`src/rtl/acc_cpu16_pkg.sv`:
```
// Package: shared constants and types for the accumulator core.
// Assumes a fixed 16-bit instruction encoding; bit positions are part of
// the instruction format and therefore fixed, not parameters.
package acc_cpu16_pkg;
    localparam int WORD_W   = 16;
    localparam int LIT_W    = WORD_W - 1;
    localparam int KIND_BIT = 15;  // 1 = compute, 0 = literal
    localparam int OPSEL_BIT = 12; // second operand: 0 = A, 1 = memory
    localparam int CTRL_HI  = 11;
    localparam int CTRL_LO  = 6;
    localparam int DST_A_BIT = 5;
    localparam int DST_D_BIT = 4;
    localparam int DST_M_BIT = 3;
    localparam int JMP_W    = 3;

    // ALU control fields, most significant first as encoded
    typedef struct packed {
        logic zero_x;
        logic inv_x;
        logic zero_y;
        logic inv_y;
        logic add_sel;
        logic inv_out;
    } alu_ctrl_t;

    // Decoded control for one instruction
    typedef struct packed {
        logic             is_comp;
        logic             sel_mem;
        alu_ctrl_t        alu;
        logic             ld_a;
        logic             ld_d;
        logic             wr_m;
        logic [JMP_W-1:0] jmp;
    } dec_t;
endpackage

```
`src/rtl/acc_cpu16_alu.sv`:
```
// Module: six-control ALU with zero and negative flags.
// Assumes controls are applied in sequence: zero then invert per operand,
// add or AND, then optional output inversion. Purely combinational.
module acc_cpu16_alu
    import acc_cpu16_pkg::*;
#(
    parameter int W = WORD_W
) (
    input  logic [W-1:0] x_i,
    input  logic [W-1:0] y_i,
    input  alu_ctrl_t    ctrl_i,
    output logic [W-1:0] res_o,
    output logic         zr_o,
    output logic         ng_o
);
    logic [W-1:0] x_z, x_m, y_z, y_m, core;

    // Operand conditioning, function select and output inversion
    always_comb begin
        x_z   = ctrl_i.zero_x ? '0 : x_i;
        x_m   = ctrl_i.inv_x ? ~x_z : x_z;
        y_z   = ctrl_i.zero_y ? '0 : y_i;
        y_m   = ctrl_i.inv_y ? ~y_z : y_z;
        core  = ctrl_i.add_sel ? (x_m + y_m) : (x_m & y_m);
        res_o = ctrl_i.inv_out ? ~core : core;
    end

    // Status flags of the final result
    always_comb begin
        zr_o = (res_o == '0);
        ng_o = res_o[W-1];
    end
endmodule

```
`src/rtl/acc_cpu16_decode.sv`:
```
// Module: instruction decoder.
// Assumes the 16-bit two-kind format; destination and jump fields are
// forced inactive for literal instructions, and A loads on every literal.
module acc_cpu16_decode
    import acc_cpu16_pkg::*;
(
    input  logic [WORD_W-1:0] instr_i,
    output dec_t              dec_o
);
    // Split the word into control fields qualified by the kind bit
    always_comb begin
        dec_o.is_comp = instr_i[KIND_BIT];
        dec_o.sel_mem = instr_i[KIND_BIT] & instr_i[OPSEL_BIT];
        dec_o.alu     = alu_ctrl_t'(instr_i[CTRL_HI:CTRL_LO]);
        dec_o.ld_a    = ~instr_i[KIND_BIT] | instr_i[DST_A_BIT];
        dec_o.ld_d    = instr_i[KIND_BIT] & instr_i[DST_D_BIT];
        dec_o.wr_m    = instr_i[KIND_BIT] & instr_i[DST_M_BIT];
        dec_o.jmp     = instr_i[KIND_BIT] ? instr_i[JMP_W-1:0] : '0;
    end
endmodule

```
`src/rtl/acc_cpu16_branch.sv`:
```
// Module: jump decision from the requested conditions and ALU flags.
// Assumes the request mask is already zero for non-compute instructions.
module acc_cpu16_branch
    import acc_cpu16_pkg::*;
(
    input  logic [JMP_W-1:0] jmp_i,
    input  logic             zr_i,
    input  logic             ng_i,
    output logic             take_o
);
    logic pos;

    // Any requested condition (neg, zero, pos) that matches takes the jump
    always_comb begin
        pos    = ~zr_i & ~ng_i;
        take_o = (jmp_i[2] & ng_i) | (jmp_i[1] & zr_i) | (jmp_i[0] & pos);
    end
endmodule

```
`src/rtl/acc_cpu16_reg.sv`:
```
// Module: load-enabled register with synchronous active-low clear.
// Assumes clear has priority over load.
module acc_cpu16_reg #(
    parameter int W = 16
) (
    input  logic         clk,
    input  logic         rst_n,
    input  logic         ld_i,
    input  logic [W-1:0] d_i,
    output logic [W-1:0] q_o
);
    // Clear on reset, else capture when loaded
    always_ff @(posedge clk) begin
        if (!rst_n)    q_o <= '0;
        else if (ld_i) q_o <= d_i;
    end
endmodule

```
`src/rtl/acc_cpu16_pc.sv`:
```
// Module: program counter.
// Assumes priority reset > load > increment; increment wraps at 2^PC_W.
module acc_cpu16_pc #(
    parameter int PC_W = 15
) (
    input  logic            clk,
    input  logic            rst_n,
    input  logic            ld_i,
    input  logic [PC_W-1:0] ld_val_i,
    output logic [PC_W-1:0] pc_o
);
    // Next-instruction address selection
    always_ff @(posedge clk) begin
        if (!rst_n)    pc_o <= '0;
        else if (ld_i) pc_o <= ld_val_i;
        else           pc_o <= pc_o + 1'b1;
    end


    pc_reset_chk: assert property (@(posedge clk) !rst_n |=> pc_o == '0);

    pc_jump_chk: assert property (@(posedge clk) disable iff (!rst_n)
        ld_i |=> pc_o == $past(ld_val_i));

    pc_inc_chk: assert property (@(posedge clk) disable iff (!rst_n)
        !ld_i |=> pc_o == $past(pc_o) + 1'b1);
endmodule

```
`src/rtl/acc_cpu16.sv`:
```
// Module: single-cycle accumulator processor core (top).
// Assumes separate program and data memories with same-cycle read data;
// A, D and PC update on the rising edge, all outputs are combinational
// from the current instruction and register state.
module acc_cpu16
    import acc_cpu16_pkg::*;
#(
    parameter int PC_W   = 15,
    parameter int ADDR_W = 15
) (
    input  logic              clk,
    input  logic              rst_n,
    input  logic [WORD_W-1:0] instr_i,
    input  logic [WORD_W-1:0] dmem_rdata_i,
    output logic [ADDR_W-1:0] dmem_addr_o,
    output logic [WORD_W-1:0] dmem_wdata_o,
    output logic              dmem_we_o,
    output logic [PC_W-1:0]   pc_o
);
    dec_t              dec;
    logic [WORD_W-1:0] a_q, d_q, a_next, y_op, alu_res;
    logic              zr, ng, pc_load;

    acc_cpu16_decode u_dec (.instr_i(instr_i), .dec_o(dec));

    // Second operand and A-input source selection
    always_comb begin
        y_op   = dec.sel_mem ? dmem_rdata_i : a_q;
        a_next = dec.is_comp ? alu_res : {1'b0, instr_i[LIT_W-1:0]};
    end

    acc_cpu16_alu #(.W(WORD_W)) u_alu (
        .x_i(d_q), .y_i(y_op), .ctrl_i(dec.alu),
        .res_o(alu_res), .zr_o(zr), .ng_o(ng)
    );

    acc_cpu16_branch u_br (
        .jmp_i(dec.jmp), .zr_i(zr), .ng_i(ng), .take_o(pc_load)
    );

    acc_cpu16_reg #(.W(WORD_W)) u_areg (
        .clk(clk), .rst_n(rst_n), .ld_i(dec.ld_a), .d_i(a_next), .q_o(a_q)
    );
    acc_cpu16_reg #(.W(WORD_W)) u_dreg (
        .clk(clk), .rst_n(rst_n), .ld_i(dec.ld_d), .d_i(alu_res), .q_o(d_q)
    );

    acc_cpu16_pc #(.PC_W(PC_W)) u_pc (
        .clk(clk), .rst_n(rst_n), .ld_i(pc_load),
        .ld_val_i(a_q[PC_W-1:0]), .pc_o(pc_o)
    );

    // Data-memory side outputs
    always_comb begin
        dmem_addr_o  = a_q[ADDR_W-1:0];
        dmem_wdata_o = alu_res;
        dmem_we_o    = dec.wr_m;
    end


    lit_keeps_d_chk: assert property (@(posedge clk) disable iff (!rst_n)
        !instr_i[KIND_BIT] |=> d_q == $past(d_q));

    lit_no_jump_chk: assert property (@(posedge clk) disable iff (!rst_n)
        !instr_i[KIND_BIT] |-> !pc_load);

    lit_no_write_chk: assert property (@(posedge clk) disable iff (!rst_n)
        !instr_i[KIND_BIT] |-> !dmem_we_o);

    lit_addr_chk: assert property (@(posedge clk) disable iff (!rst_n)
        !instr_i[KIND_BIT] |=> dmem_addr_o == $past(instr_i[ADDR_W-1:0]));

    comp_a_load_chk: assert property (@(posedge clk) disable iff (!rst_n)
        (instr_i[KIND_BIT] && instr_i[DST_A_BIT])
        |=> dmem_addr_o == $past(dmem_wdata_o[ADDR_W-1:0]));

    comp_d_load_chk: assert property (@(posedge clk) disable iff (!rst_n)
        (instr_i[KIND_BIT] && instr_i[DST_D_BIT]) |=> d_q == $past(dmem_wdata_o));
endmodule

```
`config.mk`:
```
export PLATFORM = sky130hd
export DESIGN_NAME = acc_cpu16
export DESIGN_NICKNAME = d
export VERILOG_FILES = /design/src/rtl/acc_cpu16_pkg.sv /design/src/rtl/acc_cpu16_alu.sv /design/src/rtl/acc_cpu16_decode.sv /design/src/rtl/acc_cpu16_branch.sv /design/src/rtl/acc_cpu16_reg.sv /design/src/rtl/acc_cpu16_pc.sv /design/src/rtl/acc_cpu16.sv
export SDC_FILE = /design/constraint.sdc
export NUM_CORES = 1
export LEC_CHECK = 0
export ABC_CLOCK_PERIOD_IN_PS = 12400
export CAP_MARGIN = 10
export CORE_MARGIN = 5
export CORE_UTILIZATION = 70
export CTS_CLUSTER_SIZE = 20
export DETAILED_ROUTE_END_ITERATION = 16
export DONT_BUFFER_PORTS = 1
export PLACE_DENSITY = 0.86
export SYNTH_ARGS = -nofsm -noshare
export SYNTH_HDL_FRONTEND = slang
export SYNTH_SLANG_ARGS = --single-unit
```
`constraint.sdc`:
```
create_clock -name clk -period 12.4 [get_ports clk]
set_input_delay 1.86 -clock clk [delete_from_list [all_inputs] [get_ports clk]]
set_output_delay 1.86 -clock clk [all_outputs]
set_load 0.02 [all_outputs]
```
==> report_table.html <==
<table>
<tr><th>Metric</th><th>Value</th></tr>
<tr><th colspan="2">Drt</th></tr>
<tr><td>Total DRC errors in the routed layout</td><td>0</td></tr>
<tr><td>Wire length reported by the detailed router</td><td>approximately 11000 um</td></tr>
<tr><td>Count of nets left with antenna violations after detail routing</td><td>0</td></tr>
<tr><td>Mean routed wirelength per cell</td><td>about 18 um</td></tr>
<tr><td>DR vias</td><td>3800</td></tr>
<tr><td>Routed vias/inst</td><td>between 6 and 7</td></tr>
<tr><td>Detailed-router iteration count before antenna repair</td><td>6</td></tr>
<tr><td>Detailed Route Iter0 Violations</td><td>around 270</td></tr>
<tr><th colspan="2">Clocking</th></tr>
<tr><td>Worst-path clk slew</td><td>~0.090 ns</td></tr>
<tr><td>CTS root buf</td><td>clkbuf_8</td></tr>
<tr><td>Post-CTS Setup Inserts</td><td>0</td></tr>
<tr><td>Post-cts sizing count</td><td>0</td></tr>
<tr><td># H-tree levels</td><td>2</td></tr>
<tr><td>Count of hold buffers inserted by post-cts repair</td><td>0</td></tr>
<tr><td>TritonCTS sink count</td><td>47</td></tr>
<tr><td>Maximum buffer depth of the clock tree</td><td>2</td></tr>
<tr><td>Clock latency on the worst-skew pair</td><td>between 0.3 and 0.4 ns</td></tr>
<tr><td>Total clock buffers created by CTS</td><td>5</td></tr>
<tr><td>Clock tree from TritonCTS</td><td>yes</td></tr>
<tr><th colspan="2">Min path</th></tr>
<tr><td>End point of the most critical hold path</td><td>u_dreg.q_o[10]</td></tr>
<tr><td>Worst Min Path Start</td><td>u_dreg.q_o[10]</td></tr>
<tr><td>Number of cells traversed by the worst hold path</td><td>2</td></tr>
<tr><td>Min-Delay Path Class</td><td>flop to flop</td></tr>
<tr><th colspan="2">Power and ir drop</th></tr>
<tr><td>Static Leakage</td><td>approximately 1.7 nW</td></tr>
<tr><td>Switching power</td><td>approximately 0.22 mW</td></tr>
<tr><td>IR Drop Worst-Case VDD</td><td>roughly 0.074 mV</td></tr>
<tr><td>Power Density</td><td>127.9 nW/um^2</td></tr>
<tr><td>Net switching fraction of the power</td><td>about 41%</td></tr>
<tr><td>Logic gate share of total power</td><td>between 40 and 50%</td></tr>
<tr><td>Clock group share of total power</td><td>around 23%</td></tr>
<tr><td>Sequential Power Share</td><td>a little over a third</td></tr>
<tr><td>Internal power contribution</td><td>0.3140 mW</td></tr>
<tr><th colspan="2">Timing</th></tr>
<tr><td>Slew at the pin closest to its max-slew limit</td><td>~1.0 ns</td></tr>
<tr><td>Setup repair after global routing missed its margin</td><td>no</td></tr>
<tr><td>Final critical-path share of the clock period</td><td>between 50 and 60%</td></tr>
<tr><td>Final Critical Period</td><td>7.183 ns</td></tr>
<tr><td>Fin Clk Skew</td><td>between 0.003 and 0.004 ns</td></tr>
<tr><td>Final count of pins violating max slew</td><td>0</td></tr>
<tr><td>Number of setup violations in the final report</td><td>0</td></tr>
<tr><td>Final hold viol count</td><td>0</td></tr>
<tr><td>Tightest slew margin relative to the limit</td><td>a little under a third</td></tr>
<tr><td>Total Neg Setup Slack</td><td>0 ns</td></tr>
<tr><td>Highest clock rate</td><td>about 140 MHz</td></tr>
<tr><th colspan="2">Global route</th></tr>
<tr><td>Antenna violations before repair</td><td>0</td></tr>
<tr><td>Remaining global-route overflow</td><td>0</td></tr>
<tr><td>Vias in the first global route</td><td>approximately 3.6k</td></tr>
<tr><td>Maximum number of pins on one net before global-route repair</td><td>between 60 and 70</td></tr>
<tr><td>First-pass GRT wire length</td><td>between 15000 and 20000 um</td></tr>
<tr><td>All-Layer GR Usage</td><td>29.05%</td></tr>
<tr><th colspan="2">Worst setup path</th></tr>
<tr><td>Worst reg-to-reg setup slack</td><td>between 7 and 8 ns</td></tr>
<tr><td>CP Cell Sequence</td><td>and2_1 &gt; nand2_1 &gt; a21oi_1 &gt; xor2_1 &gt; ha_1 &gt; a21o_1 &gt; and4_2 &gt; o211a_4 &gt; o2111a_1 &gt; o31ai_1 &gt; a31oi_1 &gt; xnor2_1</td></tr>
<tr><td>Combined buffer and inverter count along the critical path</td><td>0</td></tr>
<tr><td>Path type of the worst setup path</td><td>input pin to output pin</td></tr>
<tr><td>Cell depth of the worst flop-to-flop path</td><td>15</td></tr>
<tr><td>RR Startpoint</td><td>u_areg.q_o[1]</td></tr>
<tr><td>CP Max Fanout</td><td>32</td></tr>
<tr><td>CP max stage delay</td><td>between 0.7 and 0.8 ns</td></tr>
<tr><td>Element type at the critical path end</td><td>output pin</td></tr>
<tr><td>Reg-to-reg critical path endpoint</td><td>u_pc.pc_o[10]</td></tr>
<tr><td>Worst path slowest cell</td><td>xnor2_1</td></tr>
<tr><td>Critical Path Stages</td><td>12</td></tr>
<tr><td>Cell class contributing the biggest share of worst-path delay</td><td>compound AO/OA/AOI/OAI gates</td></tr>
<tr><td>Crit path arrival time</td><td>between 5 and 6 ns</td></tr>
<tr><td>Required time reported for the critical path endpoint</td><td>10.54 ns</td></tr>
<tr><td>Type of origin of the critical path</td><td>input pin</td></tr>
<tr><td>Crit path from</td><td>instr_i[15]</td></tr>
<tr><th colspan="2">Placement</th></tr>
<tr><td>HPWL reported at the end of detailed placement</td><td>approximately 8000 um</td></tr>
<tr><td>Area of placed instances</td><td>slightly above 4000 um^2</td></tr>
<tr><td>Gpl congestion</td><td>0.9971</td></tr>
<tr><td>IO Port Bufs</td><td>0</td></tr>
<tr><th colspan="2">Logic synthesis</th></tr>
<tr><td>Combinational family with the most area after synthesis</td><td>simple AND/OR/NAND/NOR gates</td></tr>
<tr><td>Top_reg_cell synth</td><td>dfxtp_1</td></tr>
<tr><td>Post-Syn Instances</td><td>between 500 and 600</td></tr>
<tr><td>Share of synthesized flip-flops with an asynchronous set or reset</td><td>0%</td></tr>
<tr><td>Post-synthesis register bit count</td><td>47</td></tr>
<tr><td>Area share of xor/xnor cells in the synthesized design</td><td>12.94%</td></tr>
<tr><td>Portion of netlist area occupied by mux cells</td><td>7.630%</td></tr>
<tr><td>Distinct cells, synth</td><td>56</td></tr>
<tr><td>Number of flops mapped to enable cells by yosys</td><td>0</td></tr>
<tr><td>Adder-cell share of the synthesized area</td><td>approximately 5.5%</td></tr>
<tr><td>Number of synthesis warnings</td><td>0</td></tr>
<tr><td>Average footprint of a synthesized cell</td><td>around 7.5 um^2</td></tr>
<tr><td>Net count after synthesis</td><td>608</td></tr>
<tr><td>Compound-gate portion of the synthesized area</td><td>a little under a fifth</td></tr>
<tr><td>Post-synthesis share of cell area spent on and, or, nand and nor gates</td><td>24.86%</td></tr>
<tr><td>Summed instance area of the synthesized netlist</td><td>4198 um^2</td></tr>
<tr><td>Share of synthesized area occupied by flip-flops and latches</td><td>between 20% and 30%</td></tr>
<tr><th colspan="2">Floorplanning</th></tr>
<tr><td>Die ar.</td><td>roughly 7600 um^2</td></tr>
<tr><td>Effective utilization at floorplan</td><td>a little under three quarters</td></tr>
<tr><td>Die Y</td><td>87.44 um</td></tr>
<tr><td>Die W</td><td>87.44 um</td></tr>
<tr><td>Row Count</td><td>28</td></tr>
<tr><td>Core footprint</td><td>5886 um^2</td></tr>
<tr><td>Ports placed on the boundary</td><td>81</td></tr>
<tr><th colspan="2">Cells and area</th></tr>
<tr><td>Post-Layout Inst Area</td><td>4149 um^2</td></tr>
<tr><td>Total inserted antenna cells</td><td>0</td></tr>
<tr><td>Filler Cells Inserted</td><td>between 400 and 500</td></tr>
<tr><td>Fraction of layout instances using a drive strength above 1</td><td>between 3 and 4%</td></tr>
<tr><td>Leading cell type in the layout, fill and taps excluded</td><td>nand2_1</td></tr>
<tr><td>Area growth, synth to finish</td><td>-1.162%</td></tr>
<tr><td>Commonest cells after routing, fill and taps aside</td><td>nand2_1 (115), dfxtp_1 (47), xnor2_1 (39)</td></tr>
<tr><td>Number of nets in the layout</td><td>565</td></tr>
<tr><th colspan="2">Status</th></tr>
<tr><td>Result of the run</td><td>finished clean</td></tr>
<tr><th colspan="2">Flow run</th></tr>
<tr><td>Reported max-cap violation count</td><td>0</td></tr>
</table>
[worst min-delay path, delay by kind of cell, from the launching register on]
kind	cells	cell delay, ns
and+or+nand+nor	1	0.05
AOI/OAI and AO/OA	1	0.06
DFF	1	0.32
[power groups by stage]
stage               Clock [mW]  Combinational (mW)  Sequential [mW]
detailed placement           0               0.214            0.194
CTS                      0.122               0.216            0.190
finish                   0.122               0.219            0.190
global route             0.129               0.239            0.192
floorplan                    0               0.199            0.183
global placement             0               0.208            0.193
[final cells by class]
cell class	instances	area (um^2)	area share, %
clock buffers	6	82.58	1.990
clock inverters	2	35.03	0.8444
inverters	16	60.06	1.448
flip-flops and latches	47	940.9	22.68
multi-input cells	442	2929	70.60
repair buffers	1	7.507	0.1809
well taps	75	93.84	2.262
[flip-flops by register name, summed over array words and instances, names as in the netlist]
name / cells
u_areg.q_o: 16
u_dreg.q_o: 16
u_pc.pc_o: 15
[synthesized netlist by cell type, drive strengths merged (3+ instances only)]
master / number / area (um^2)
nand2: 115 / 431.7
xor2: 23 / 201.4
o211a: 13 / 137.6
o21ai: 16 / 80.08
nand3: 11 / 55.05
a21oi: 30 / 150.1
and3: 6 / 37.54
o21a: 5 / 37.54
buf: 24 / 162.7
ha: 17 / 212.7
nand3b: 3 / 22.52
mux2i: 32 / 320.3
nand4: 5 / 31.28
dfxtp: 47 / 940.9
clkbuf: 27 / 105.1
or3: 4 / 26.28
o211ai: 5 / 37.54
nor3: 8 / 40.04
nor2b: 14 / 95.09
o31ai: 3 / 22.52
inv: 15 / 56.30
a31oi: 8 / 50.05
a21boi: 13 / 97.59
nand2b: 20 / 125.1
nor2: 18 / 67.56
xnor2: 39 / 341.6
and2: 5 / 31.28
[kinds of logic after synthesis]
kind of cell,count (synthesis)
compound gates,111
xor+xnor,62
fa+ha+maj,18
buf+inv,67
flops,47
mux,32
simple gates,219
[worst max path at each step]
stage	endpoint	slack, ns
finish	dmem_wdata_o[15]	5.22
global route	dmem_wdata_o[15]	4.95
CTS	dmem_wdata_o[15]	5.26
detailed placement	dmem_wdata_o[15]	5.34
global placement	dmem_wdata_o[15]	5.43
floorplan	dmem_wdata_o[15]	5.51
[per-stage QoR]
step / hold slack (ns) / utilization [%] / cells / power (mW) / worst slack (ns)
global route: 0.4897 / 70.49 / 589 / 0.5604 / 4.947
global placement: 0.4495 / 68.49 / 581 / 0.4013 / 5.433
detailed placement: 0.4564 / 68.49 / 581 / 0.4081 / 5.344
finish: 0.4671 / 70.49 / 589 / 0.5307 / 5.217
CTS: 0.4684 / 70.49 / 589 / 0.5283 / 5.262
floorplan: 0.4439 / - / 556 / 0.3818 / 5.515
[layer usage]
layer | track usage (%) | share of wire [%] | routed length [um]
met2 | 50.27 | 48 | 5193
met4 | 9.066 | 2.5 | 272
met3 | 8.704 | 12 | 1278
met1 | 34.19 | 38 | 4148
met5 | 0 | 0 | 0
No activity file was read; power rests on OpenSTA's default activity.
